==> src/rtl/csb_pkg.sv <==
package csb_pkg;

    localparam logic [7:0] CRC_POLY = 8'h1D;
    localparam logic [7:0] CRC_SEED = 8'hFF;

    typedef enum logic [1:0] {
        CRC_IDLE = 2'd0,
        CRC_RUN  = 2'd1,
        CRC_PUT  = 2'd2
    } crc_state_e;

    typedef struct packed {
        logic ie_ef;
        logic ie_de;
        logic inh_ef;
        logic inh_de;
    } ctrl_t;

    // Fold one byte into the CRC register, least significant bit first.
    function automatic logic [7:0] crc_fold(input logic [7:0] c_in, input logic [7:0] data);
        logic [7:0] c;
        logic       fb;
        c = c_in;
        for (int k = 0; k < 8; k++) begin
            fb = c[7] ^ data[k];
            c  = {c[6:0], 1'b0};
            if (fb) begin
                c = c ^ CRC_POLY;
            end
        end
        return c;
    endfunction

endpackage

==> src/rtl/csb_ctrl.sv <==
module csb_ctrl
    import csb_pkg::*;
#(
    parameter int AW        = 5,
    parameter int CTRL_ADDR = 24,
    parameter int STAT_ADDR = 25
) (
    input  logic          clk,
    input  logic          rst_n,
    input  logic          host_we,
    input  logic [AW-1:0] host_addr,
    input  logic [7:0]    host_wdata,
    input  logic          de_done,
    input  logic          ef_done,
    output ctrl_t         ctrl,
    output logic [1:0]    flags,
    output logic          irq
);

    ctrl_t      ctrl_q;
    logic [1:0] flag_q;
    logic [1:0] flag_d;
    logic [1:0] clr_mask;

    always_comb begin
        clr_mask = '0;
        if (host_we && host_addr == AW'(STAT_ADDR)) begin
            clr_mask = host_wdata[1:0];
        end
        // a transfer in the same cycle as a clear keeps its flag
        flag_d = (flag_q & ~clr_mask) | {ef_done, de_done};
    end

    always_ff @(posedge clk or negedge rst_n) begin
        if (!rst_n) begin
            ctrl_q <= '0;
            flag_q <= '0;
        end else begin
            if (host_we && host_addr == AW'(CTRL_ADDR)) begin
                ctrl_q <= ctrl_t'(host_wdata[3:0]);
            end
            flag_q <= flag_d;
        end
    end

    assign ctrl  = ctrl_q;
    assign flags = flag_q;
    assign irq   = |(flag_q & {ctrl_q.ie_ef, ctrl_q.ie_de});

endmodule

==> src/rtl/csb_crc_fsm.sv <==
module csb_crc_fsm
    import csb_pkg::*;
#(
    parameter int NB = 24,
    localparam int IW = $clog2(NB)
) (
    input  logic          clk,
    input  logic          rst_n,
    input  logic          start,
    input  logic [7:0]    byte_in,
    input  logic          pro,
    output logic [IW-1:0] rd_idx,
    output logic          ready,
    output logic          put_en,
    output logic [7:0]    put_val
);

    localparam int LAST = NB - 2;

    crc_state_e    st_q, st_d;
    logic [IW-1:0] idx_q, idx_d;
    logic [7:0]    crc_q, crc_d;

    // state register
    always_ff @(posedge clk or negedge rst_n) begin
        if (!rst_n) begin
            st_q  <= CRC_IDLE;
            idx_q <= '0;
            crc_q <= CRC_SEED;
        end else begin
            st_q  <= st_d;
            idx_q <= idx_d;
            crc_q <= crc_d;
        end
    end

    // next state
    always_comb begin
        st_d  = st_q;
        idx_d = idx_q;
        crc_d = crc_q;
        if (start) begin
            st_d  = CRC_RUN;
            idx_d = '0;
            crc_d = CRC_SEED;
        end else begin
            unique case (st_q)
                CRC_IDLE: begin
                    st_d = CRC_IDLE;
                end
                CRC_RUN: begin
                    crc_d = crc_fold(crc_q, byte_in);
                    if (idx_q == IW'(LAST)) begin
                        st_d = CRC_PUT;
                    end else begin
                        idx_d = idx_q + IW'(1);
                    end
                end
                CRC_PUT: begin
                    st_d = CRC_IDLE;
                end
                default: begin
                    st_d = CRC_IDLE;
                end
            endcase
        end
    end

    // outputs
    always_comb begin
        rd_idx  = idx_q;
        ready   = (st_q == CRC_IDLE);
        put_en  = (st_q == CRC_PUT) && pro;
        put_val = crc_q;
    end

endmodule

==> src/rtl/csb_buffer_chain.sv <==
module csb_buffer_chain
    import csb_pkg::*;
#(
    parameter int BYTES = 24,
    localparam int AW = $clog2(BYTES + 2),
    localparam int IW = $clog2(BYTES)
) (
    input  logic          clk,
    input  logic          rst_n,
    input  logic          rx_we,
    input  logic [IW-1:0] rx_addr,
    input  logic [7:0]    rx_data,
    input  logic          in_blk_stb,
    input  logic          out_blk_stb,
    input  logic          host_we,
    input  logic [AW-1:0] host_addr,
    input  logic [7:0]    host_wdata,
    output logic [7:0]    host_rdata,
    input  logic [IW-1:0] tx_addr,
    output logic [7:0]    tx_data,
    output logic          tx_ready,
    output logic          irq
);

    localparam int CTRL_ADDR = BYTES;
    localparam int STAT_ADDR = BYTES + 1;

    logic [BYTES-1:0][7:0] d_q;
    logic [BYTES-1:0][7:0] e_q;
    logic [BYTES-1:0][7:0] f_q;

    ctrl_t         ctrl;
    logic [1:0]    flags;
    logic          de_go;
    logic          ef_go;
    logic          host_e_we;
    logic [IW-1:0] crc_idx;
    logic          put_en;
    logic [7:0]    put_val;

    assign de_go     = in_blk_stb  && !ctrl.inh_de;
    assign ef_go     = out_blk_stb && !ctrl.inh_ef;
    assign host_e_we = host_we && (int'(host_addr) < BYTES);

    csb_ctrl #(
        .AW        (AW),
        .CTRL_ADDR (CTRL_ADDR),
        .STAT_ADDR (STAT_ADDR)
    ) u_ctrl (
        .clk        (clk),
        .rst_n      (rst_n),
        .host_we    (host_we),
        .host_addr  (host_addr),
        .host_wdata (host_wdata),
        .de_done    (de_go),
        .ef_done    (ef_go),
        .ctrl       (ctrl),
        .flags      (flags),
        .irq        (irq)
    );

    csb_crc_fsm #(
        .NB (BYTES)
    ) u_crc (
        .clk     (clk),
        .rst_n   (rst_n),
        .start   (ef_go),
        .byte_in (f_q[crc_idx]),
        .pro     (f_q[0][0]),
        .rd_idx  (crc_idx),
        .ready   (tx_ready),
        .put_en  (put_en),
        .put_val (put_val)
    );

    // receive stage
    always_ff @(posedge clk or negedge rst_n) begin
        if (!rst_n) begin
            d_q <= '0;
        end else if (rx_we && (int'(rx_addr) < BYTES)) begin
            d_q[rx_addr] <= rx_data;
        end
    end

    // host-visible stage: a block transfer wins over a host byte write
    always_ff @(posedge clk or negedge rst_n) begin
        if (!rst_n) begin
            e_q <= '0;
        end else if (de_go) begin
            e_q <= d_q;
        end else if (host_e_we) begin
            e_q[host_addr[IW-1:0]] <= host_wdata;
        end
    end

    // transmit stage: a reload wins over the CRC write-back
    always_ff @(posedge clk or negedge rst_n) begin
        if (!rst_n) begin
            f_q <= '0;
        end else if (ef_go) begin
            f_q <= e_q;
        end else if (put_en) begin
            f_q[BYTES-1] <= put_val;
        end
    end

    always_comb begin
        host_rdata = '0;
        if (int'(host_addr) < BYTES) begin
            host_rdata = e_q[host_addr[IW-1:0]];
        end else if (host_addr == AW'(CTRL_ADDR)) begin
            host_rdata = {4'b0, ctrl};
        end else if (host_addr == AW'(STAT_ADDR)) begin
            host_rdata = {6'b0, flags};
        end
    end

    assign tx_data = (int'(tx_addr) < BYTES) ? f_q[tx_addr] : 8'h00;

endmodule

==> config.mk <==
export PLATFORM = sky130hd
export DESIGN_NAME = csb_buffer_chain
export DESIGN_NICKNAME = d
export VERILOG_FILES = /design/src/rtl/csb_pkg.sv /design/src/rtl/csb_ctrl.sv /design/src/rtl/csb_crc_fsm.sv /design/src/rtl/csb_buffer_chain.sv
export SDC_FILE = /design/constraint.sdc
export NUM_CORES = 1
export LEC_CHECK = 0
export ABC_CLOCK_PERIOD_IN_PS = 3400
export BUFFER_PORTS_ARGS = -buffer_cell sky130_fd_sc_hd__clkbuf_2
export CAP_MARGIN = 20
export CORE_ASPECT_RATIO = 0.75
export CORE_MARGIN = 8
export CORE_UTILIZATION = 30
export DETAILED_ROUTE_END_ITERATION = 6
export GPL_TIMING_DRIVEN = 1
export PLACE_DENSITY = 0.54
export SYNTH_ARGS = -nofsm -noshare
export SYNTH_HDL_FRONTEND = slang
export SYNTH_SLANG_ARGS = --single-unit
export TNS_END_PERCENT = 1
==> constraint.sdc <==
create_clock -name clk -period 3.4 [get_ports clk]
set_clock_uncertainty 0.15 [all_clocks]
set_input_delay 0.51 -clock clk [delete_from_list [all_inputs] [get_ports clk]]
set_output_delay 0.51 -clock clk [all_outputs]
set_load 0.01 [all_outputs]
==> results of run 1 <==
area by class of cell:
type                    count  share of cell area
diodes                      1           0.0000751
clock buffers              91              0.0527
clock inverters            13             0.00522
inverters                  14             0.00158
multi-input cells        1813               0.400
flip-flops and latches    597               0.449
well taps                1262              0.0474
repair buffers            169              0.0440
state kept, by name (all words and copies together), names as in the netlist:
signal,cells
d_q,192
e_q,192
f_q,192
u_crc.put_val,8
u_crc.rd_idx,5
u_crc.st_q,2
u_ctrl.ctrl,4
u_ctrl.flags,2
worst register-to-register path: cells and delay by family, from the launching register on:
kind | cells | cell delay (ns)
muxes | 4 | 1.26
buffers and inverters | 1 | 0.27
xor gates and xnor gates | 1 | 0.17
DFF | 1 | 0.55
AOI/OAI and AO/OA | 1 | 0.30
and+or+nand+nor | 2 | 0.53
synthesized netlist by cell type, drive strengths merged, types with 2 or more instances:
cell,instances
a21o,2
a21oi,19
a22oi,20
a31oi,12
and2,4
and3b,5
and4,2
buf,35
clkbuf,155
dfrtp,589
dfstp,8
ha,2
inv,14
mux2,200
mux2i,233
mux4,142
nand2,831
nand2b,4
nand3,8
nand4bb,2
nor2,33
nor2b,11
nor3,4
nor3b,6
nor4,4
o211ai,5
o21ai,206
o22ai,15
or2,2
or3,2
xnor2,15
xor2,8
worst max path at each step:
| stage | startpoint | end | slack (ns) |
|---|---|---|---|
| 3_5_place_dp | u_crc.rd_idx[1]$_DFFE_PN0P_ | u_crc.put_val[2]$_DFFE_PN1P_ | -0.002 |
| 5_1_grt | e_q[19]$_DFFE_PN0P_ | host_rdata[3] | -0.02 |
| 6_report | e_q[59]$_DFFE_PN0P_ | host_rdata[3] | 0.05 |
| 4_1_cts | e_q[89]$_DFFE_PN0P_ | host_rdata[1] | 0.03 |
| 2_1_floorplan | host_addr[0] | host_rdata[4] | 0.08 |
| 3_3_place_gp | host_addr[0] | e_q[185]$_DFFE_PN0P_ | -0.14 |
kinds of logic after synthesis:
group                      share of synthesized area
and+or+nand+nor                                0.126
buffers and inverters                         0.0279
xor gates and xnor gates                     0.00861
DFF                                            0.514
adders and majority gates                   0.000861
AOI/OAI and AO/OA                             0.0546
muxes                                          0.268
report_power, final:
part           switching [mW]  internal [mW]  leakage [nW]  total, mW
combinational            3.26           2.90          7.53       6.16
clock                    2.93           3.83         0.946       6.76
sequential               2.09           8.83          7.79       10.9
layer usage:
layer,part of all wire,GRT usage
met5,0.00032,0
met4,0.014,0.0305
met3,0.15,0.0870
met2,0.35,0.226
met1,0.49,0.315
through the flow:
stage / hold slack [ns] / util
2_1_floorplan: 0.0644 / -
3_3_place_gp: 0.303 / 0.324
3_5_place_dp: 0.308 / 0.324
4_1_cts: 0.164 / 0.344
5_1_grt: 0.231 / 0.345
6_report: 0.197 / 0.345
repair_timing:
| action | CTS | global route |
|---|---|---|
| setup endpoints to repair | 3 | 6 |
| gates cloned | 0 | 0 |
| hold buffers | 1 | 0 |
| resized for setup | 2 | 6 |
| buffers inserted | 0 | 2 |
| hold endpoints to repair | 61 | 0 |
==> results.sh, run 1 <==
export IMPL_ys_ff_latch=597
export IMPL_syn_nets=2653
export IMPL_yosysWarnings=0
export IMPL_grt_pass1_vias=20300
export IMPL_dieHeight_um=286
export IMPL_place_inst=3851
export IMPL_core_um2=96600
export IMPL_rrSetupSlack_ns=0.11
export IMPL_p_leak_nw=16.3
export IMPL_clockRootBuffer="clkbuf_16"
export IMPL_final_common_cell="nand2_1"
export IMPL_status="finished, final reports clean"
export IMPL_rsz0062_at_grt="yes"
export IMPL_route_vias_total=21500
export IMPL_firstDrtPassIters=5
export IMPL_dp_hpwl_um=74800
export IMPL_critPathMaxFanout=3
export IMPL_ff2ff_path_depth=9
export IMPL_syn_avg_cell_area_um2=11.1
export IMPL_fin_cells=3960
export IMPL_dp_slack_ns=-0.00218
export IMPL_cap_violations=0
export IMPL_worstPathCellList="mux4_2, mux2i_1, nor2_1, a31oi_1, o211ai_1, clkbuf_2"
export IMPL_grt_usage=0.193
export IMPL_syn_area_um2=29100
export IMPL_synth_seq_area_share=0.514
export IMPL_path_clk_slew_ns=0.07
export IMPL_n_fill_cell=9703
export IMPL_finalSetupTns_ns=0
export IMPL_cts_sinks=597
export IMPL_via_per_inst=5.43
export IMPL_wire_per_inst_um=26.7
export IMPL_initial_core_util=0.301
export IMPL_synth_top_flop_cell="dfrtp_1"
export IMPL_fin_crit_sh=0.985
export IMPL_worst_slack_ns=0.0498
export IMPL_cp_depth=6
export IMPL_slew_viol_final=0
export IMPL_ioPinCount=55
export IMPL_setup_viol=0
export IMPL_drive_gt1_frac=0.230
export IMPL_ant_nets=0
export IMPL_final_net_count=2691
export IMPL_grt_max_degree=158
export IMPL_insertion_delay_ns=0.64
export IMPL_cts_tree="built"
export IMPL_dpl_cell_area_um2=31300
export IMPL_fin_crit_ns=3.35
export IMPL_slowest_delay_ns=0.51
export IMPL_critPathCaptureType="output port"
export IMPL_hold_violations=0
export IMPL_max_freq_ghz=0.298
export IMPL_totalPowerFinal_mw=23.8
export IMPL_synth_top_area_frac=0.507
export IMPL_die_w_um=375
export IMPL_r2r_end="u_crc.put_val[2]$_DFFE_PN1P_"
export IMPL_peakVddDrop_uv=430
export IMPL_slowest_stage="mux4_2"
export IMPL_hold_class="in2reg"
export IMPL_routed_wl_um=106000
export IMPL_multi_input_area_um2=13300
export IMPL_synth_area_leader_cell="dfrtp_1"
export IMPL_final_cell_mix="nand2_1 (831), dfrtp_1 (585), mux2i_1 (233), o21ai_0 (202), mux2_2 (200)"
export IMPL_ys_async_sr_fraction=1.00
export IMPL_final_seq_area_um2=15000
export IMPL_min_to="u_ctrl.ctrl[2]$_DFFE_PN0P_"
export IMPL_dieArea_um2=107000
export IMPL_place_congestion=0.948
export IMPL_grt_pass1_wl_um=153000
export IMPL_path_class="reg2out"
export IMPL_synthCells=2614
export IMPL_holdPathStages=3
export IMPL_synth_cell_types=59
export IMPL_grt_overflow_total=0
export IMPL_antenna_found_initial=7
export IMPL_required_ns=2.74
export IMPL_cp_arrival_ns=2.69
export IMPL_synth_edf_count=0
export IMPL_startpoint_type="register"
export IMPL_ys_top_cells_by_area="dfrtp_1 (51%), mux4_2 (11%), nand2_1 (11%)"
export IMPL_io_buffers=54
export IMPL_placementRows=99
export IMPL_ctsHtreeMaxLevel=2
export IMPL_drc_errors=0
export IMPL_slew_headroom=0.202
export IMPL_cts_buffer_depth=3
export IMPL_cp_top_family="multiplexers"
export IMPL_tightest_slew_ns=1.20
export IMPL_crit_buf_inv=1
export IMPL_drt_iter0_markers=2821
export IMPL_power_density_nw_per_um2=715
export IMPL_min_from="host_we"
export IMPL_area_growth_pct=14.7
export IMPL_r2r_start="u_crc.rd_idx[0]$_DFFE_PN0P_"
export IMPL_postLayoutCellArea_um2=33300
export IMPL_cts_inserted_buffers=57
No activity file was read; power rests on OpenSTA's default activity.
==> run 2, diff against run 1 <==
- ABC_CLOCK_PERIOD_IN_PS: 3400 -> 3200
- PLACE_DENSITY: 0.54 -> 0.52
- clock period: 3.4 -> 3.2 ns (I/O delays scaled with it)
==> run 2 against run 1 <==
Net effect: the flow now finishes with violations (negative setup slack); final area increased by 0.55%; utilization up 0.19 points; clock-buffer cell count is 1 lower; sequential power up 6%; worst setup slack got worse by 0.14 ns; critical path depth unchanged; via count shrank 1.3%; cell count is 0.53% higher; power up 7.0%; critical path type unchanged; largest power group unchanged.
==> results.sh, run 2 (synthesis results as in run 1) <==
export IMPL_ant_nets=0
export IMPL_p_int_mw=16.7
export IMPL_required_ns=2.57
export IMPL_slowest_delay_ns=0.55
export IMPL_ioPinCount=55
export IMPL_final_common_cell="nand2_1"
export IMPL_hold_violations=0
export IMPL_peakVddDrop_uv=435
export IMPL_wire_per_inst_um=26.7
export IMPL_whs_ns=0.0772
export IMPL_grt_pass1_wl_um=154000
export IMPL_hold_class="in2reg"
export IMPL_die_w_um=375
export IMPL_dp_slack_ns=0.00212
export IMPL_cap_violations=0
export IMPL_path_clk_slew_ns=0.06
export IMPL_dieHeight_um=286
export IMPL_rsz0062_at_grt="yes"
export IMPL_violations="negative setup slack"
export IMPL_final_util=0.347
export IMPL_core_um2=96600
export IMPL_drive_gt1_frac=0.243
export IMPL_postLayoutCellArea_um2=33500
export IMPL_cp_top_family="multiplexers"
export IMPL_path_class="reg2out"
export IMPL_firstDrtPassIters=5
export IMPL_top_regs="d_q: 192 flops, e_q: 192 flops, f_q: 192 flops"
export IMPL_status="complete, but fails checks"
export IMPL_ctsHtreeMaxLevel=2
export IMPL_grt_max_degree=159
export IMPL_dp_hpwl_um=75700
export IMPL_final_cell_mix="nand2_1 (831), dfrtp_1 (571), mux2i_1 (231), o21ai_0 (203), mux2_2 (200)"
export IMPL_cts_buffer_depth=3
export IMPL_place_inst=3869
export IMPL_dieArea_um2=107000
export IMPL_critPathMaxFanout=2
export IMPL_area_growth_pct=15.3
export IMPL_worst_slack_ns=-0.0854
export IMPL_clockRootBuffer="clkbuf_16"
export IMPL_critPathCaptureType="output port"
export IMPL_grt_usage=0.196
export IMPL_initial_core_util=0.301
export IMPL_route_vias_total=21200
export IMPL_p_leak_nw=16.3
export IMPL_cts_tree="built"
export IMPL_power_density_nw_per_um2=761
export IMPL_setup_viol=3
export IMPL_io_buffers=54
export IMPL_seq_power_share=0.454
export IMPL_fin_crit_ns=3.29
export IMPL_fin_crit_sh=1.03
export IMPL_grt_overflow_total=0
export IMPL_insertion_delay_ns=0.66
export IMPL_via_per_inst=5.33
export IMPL_drt_iter0_markers=2658
export IMPL_p_sw_mw=8.81
export IMPL_drc_errors=0
export IMPL_place_congestion=0.921
export IMPL_startpoint_type="register"
export IMPL_comb_power_share=0.262
export IMPL_slew_viol_final=0
export IMPL_cp_arrival_ns=2.66
export IMPL_max_freq_ghz=0.304
export IMPL_slew_headroom=0.206
export IMPL_p_clk_frac=0.284
export IMPL_cts_sinks=597
export IMPL_totalPowerFinal_mw=25.5
export IMPL_dpl_cell_area_um2=31400
export IMPL_finalSetupTns_ns=-0.128
export IMPL_grt_pass1_vias=20500
export IMPL_swShare=0.345
export IMPL_routed_wl_um=106000
export IMPL_fin_cells=3981
export IMPL_placementRows=99
export IMPL_slowest_stage="mux4_2"
export IMPL_antenna_found_initial=9
export IMPL_cts_inserted_buffers=59
export IMPL_final_net_count=2711
export IMPL_tightest_slew_ns=1.19
export IMPL_crit_buf_inv=1
export IMPL_worstPathCellList="mux4_2, mux2i_4, nor2_1, a31oi_1, o211ai_1, buf_2"
-- run 2: worst paths after layout --
check	start	to	slack, ns	cells past startpoint
setup reg to reg	u_crc.rd_idx[0]$_DFFE_PN0P_	u_crc.put_val[2]$_DFFE_PN1P_	0.02	9
setup / recovery	e_q[19]$_DFFE_PN0P_	host_rdata[3]	-0.09	6
max in group asynchronous	rst_n	e_q[51]$_DFFE_PN0P_	1.68	4
hold reg to reg	d_q[84]$_DFFE_PN0P_	e_q[84]$_DFFE_PN0P_	0.32	2
hold / removal	out_blk_stb	f_q[0]$_DFFE_PN0P_	0.08	4
min in group asynchronous	rst_n	d_q[105]$_DFFE_PN0P_	0.25	2
-- run 2: routing by layer --
layer,GRT usage,vias to the layer above,routed length [um]
li1,-,9205,-
met1,0.311,10900,51900
met2,0.235,977,38300
met3,0.0910,103,14600
met4,0.0335,0,1400
met5,0,-,0
-- run 2: worst register-to-register path, cell delays in order (launching register included) --
cell and delay [ns]:
dfrtp_2 0.51, buf_4 0.33, mux4_2 0.55, mux2i_1 0.18, o22ai_1 0.12, nor3_1 0.25, xnor2_1 0.22, xnor3_1 0.38
mux2i_1 0.21, mux2i_1 0.21
-- run 2: final cells by class --
| type | count | area (um2) |
|---|---|---|
| fill | 9711 | 63100 |
| inverter | 14 | 52.6 |
| clock inverter | 12 | 203 |
| multi-input combinational | 1813 | 13400 |
| timing repair buffer | 187 | 1560 |
| sequential | 597 | 15000 |
| clock buffer | 90 | 1730 |
| tap | 1262 | 1580 |
| antenna | 6 | 15.0 |
-- run 2: what timing repair did --
action / CTS / global route
buffers inserted: 2 / 1
hold buffers: 1 / 0
resized for setup: 12 / 23
pin swaps: 1 / 3
hold endpoints to repair: 46 / 0
endpoints found under the setup margin: 7 / 12
gates cloned: 0 / 0
-- run 2: power groups by stage --
stage | sequential, mW | clock, mW | combinational, mW
after global placement | 11.6 | 0 | 6.47
after CTS | 11.4 | 7.37 | 6.60
after detailed placement | 11.6 | 0 | 6.54
final | 11.6 | 7.24 | 6.68
after global routing | 11.7 | 7.67 | 7.31
after floorplan | 10.3 | 0 | 4.64
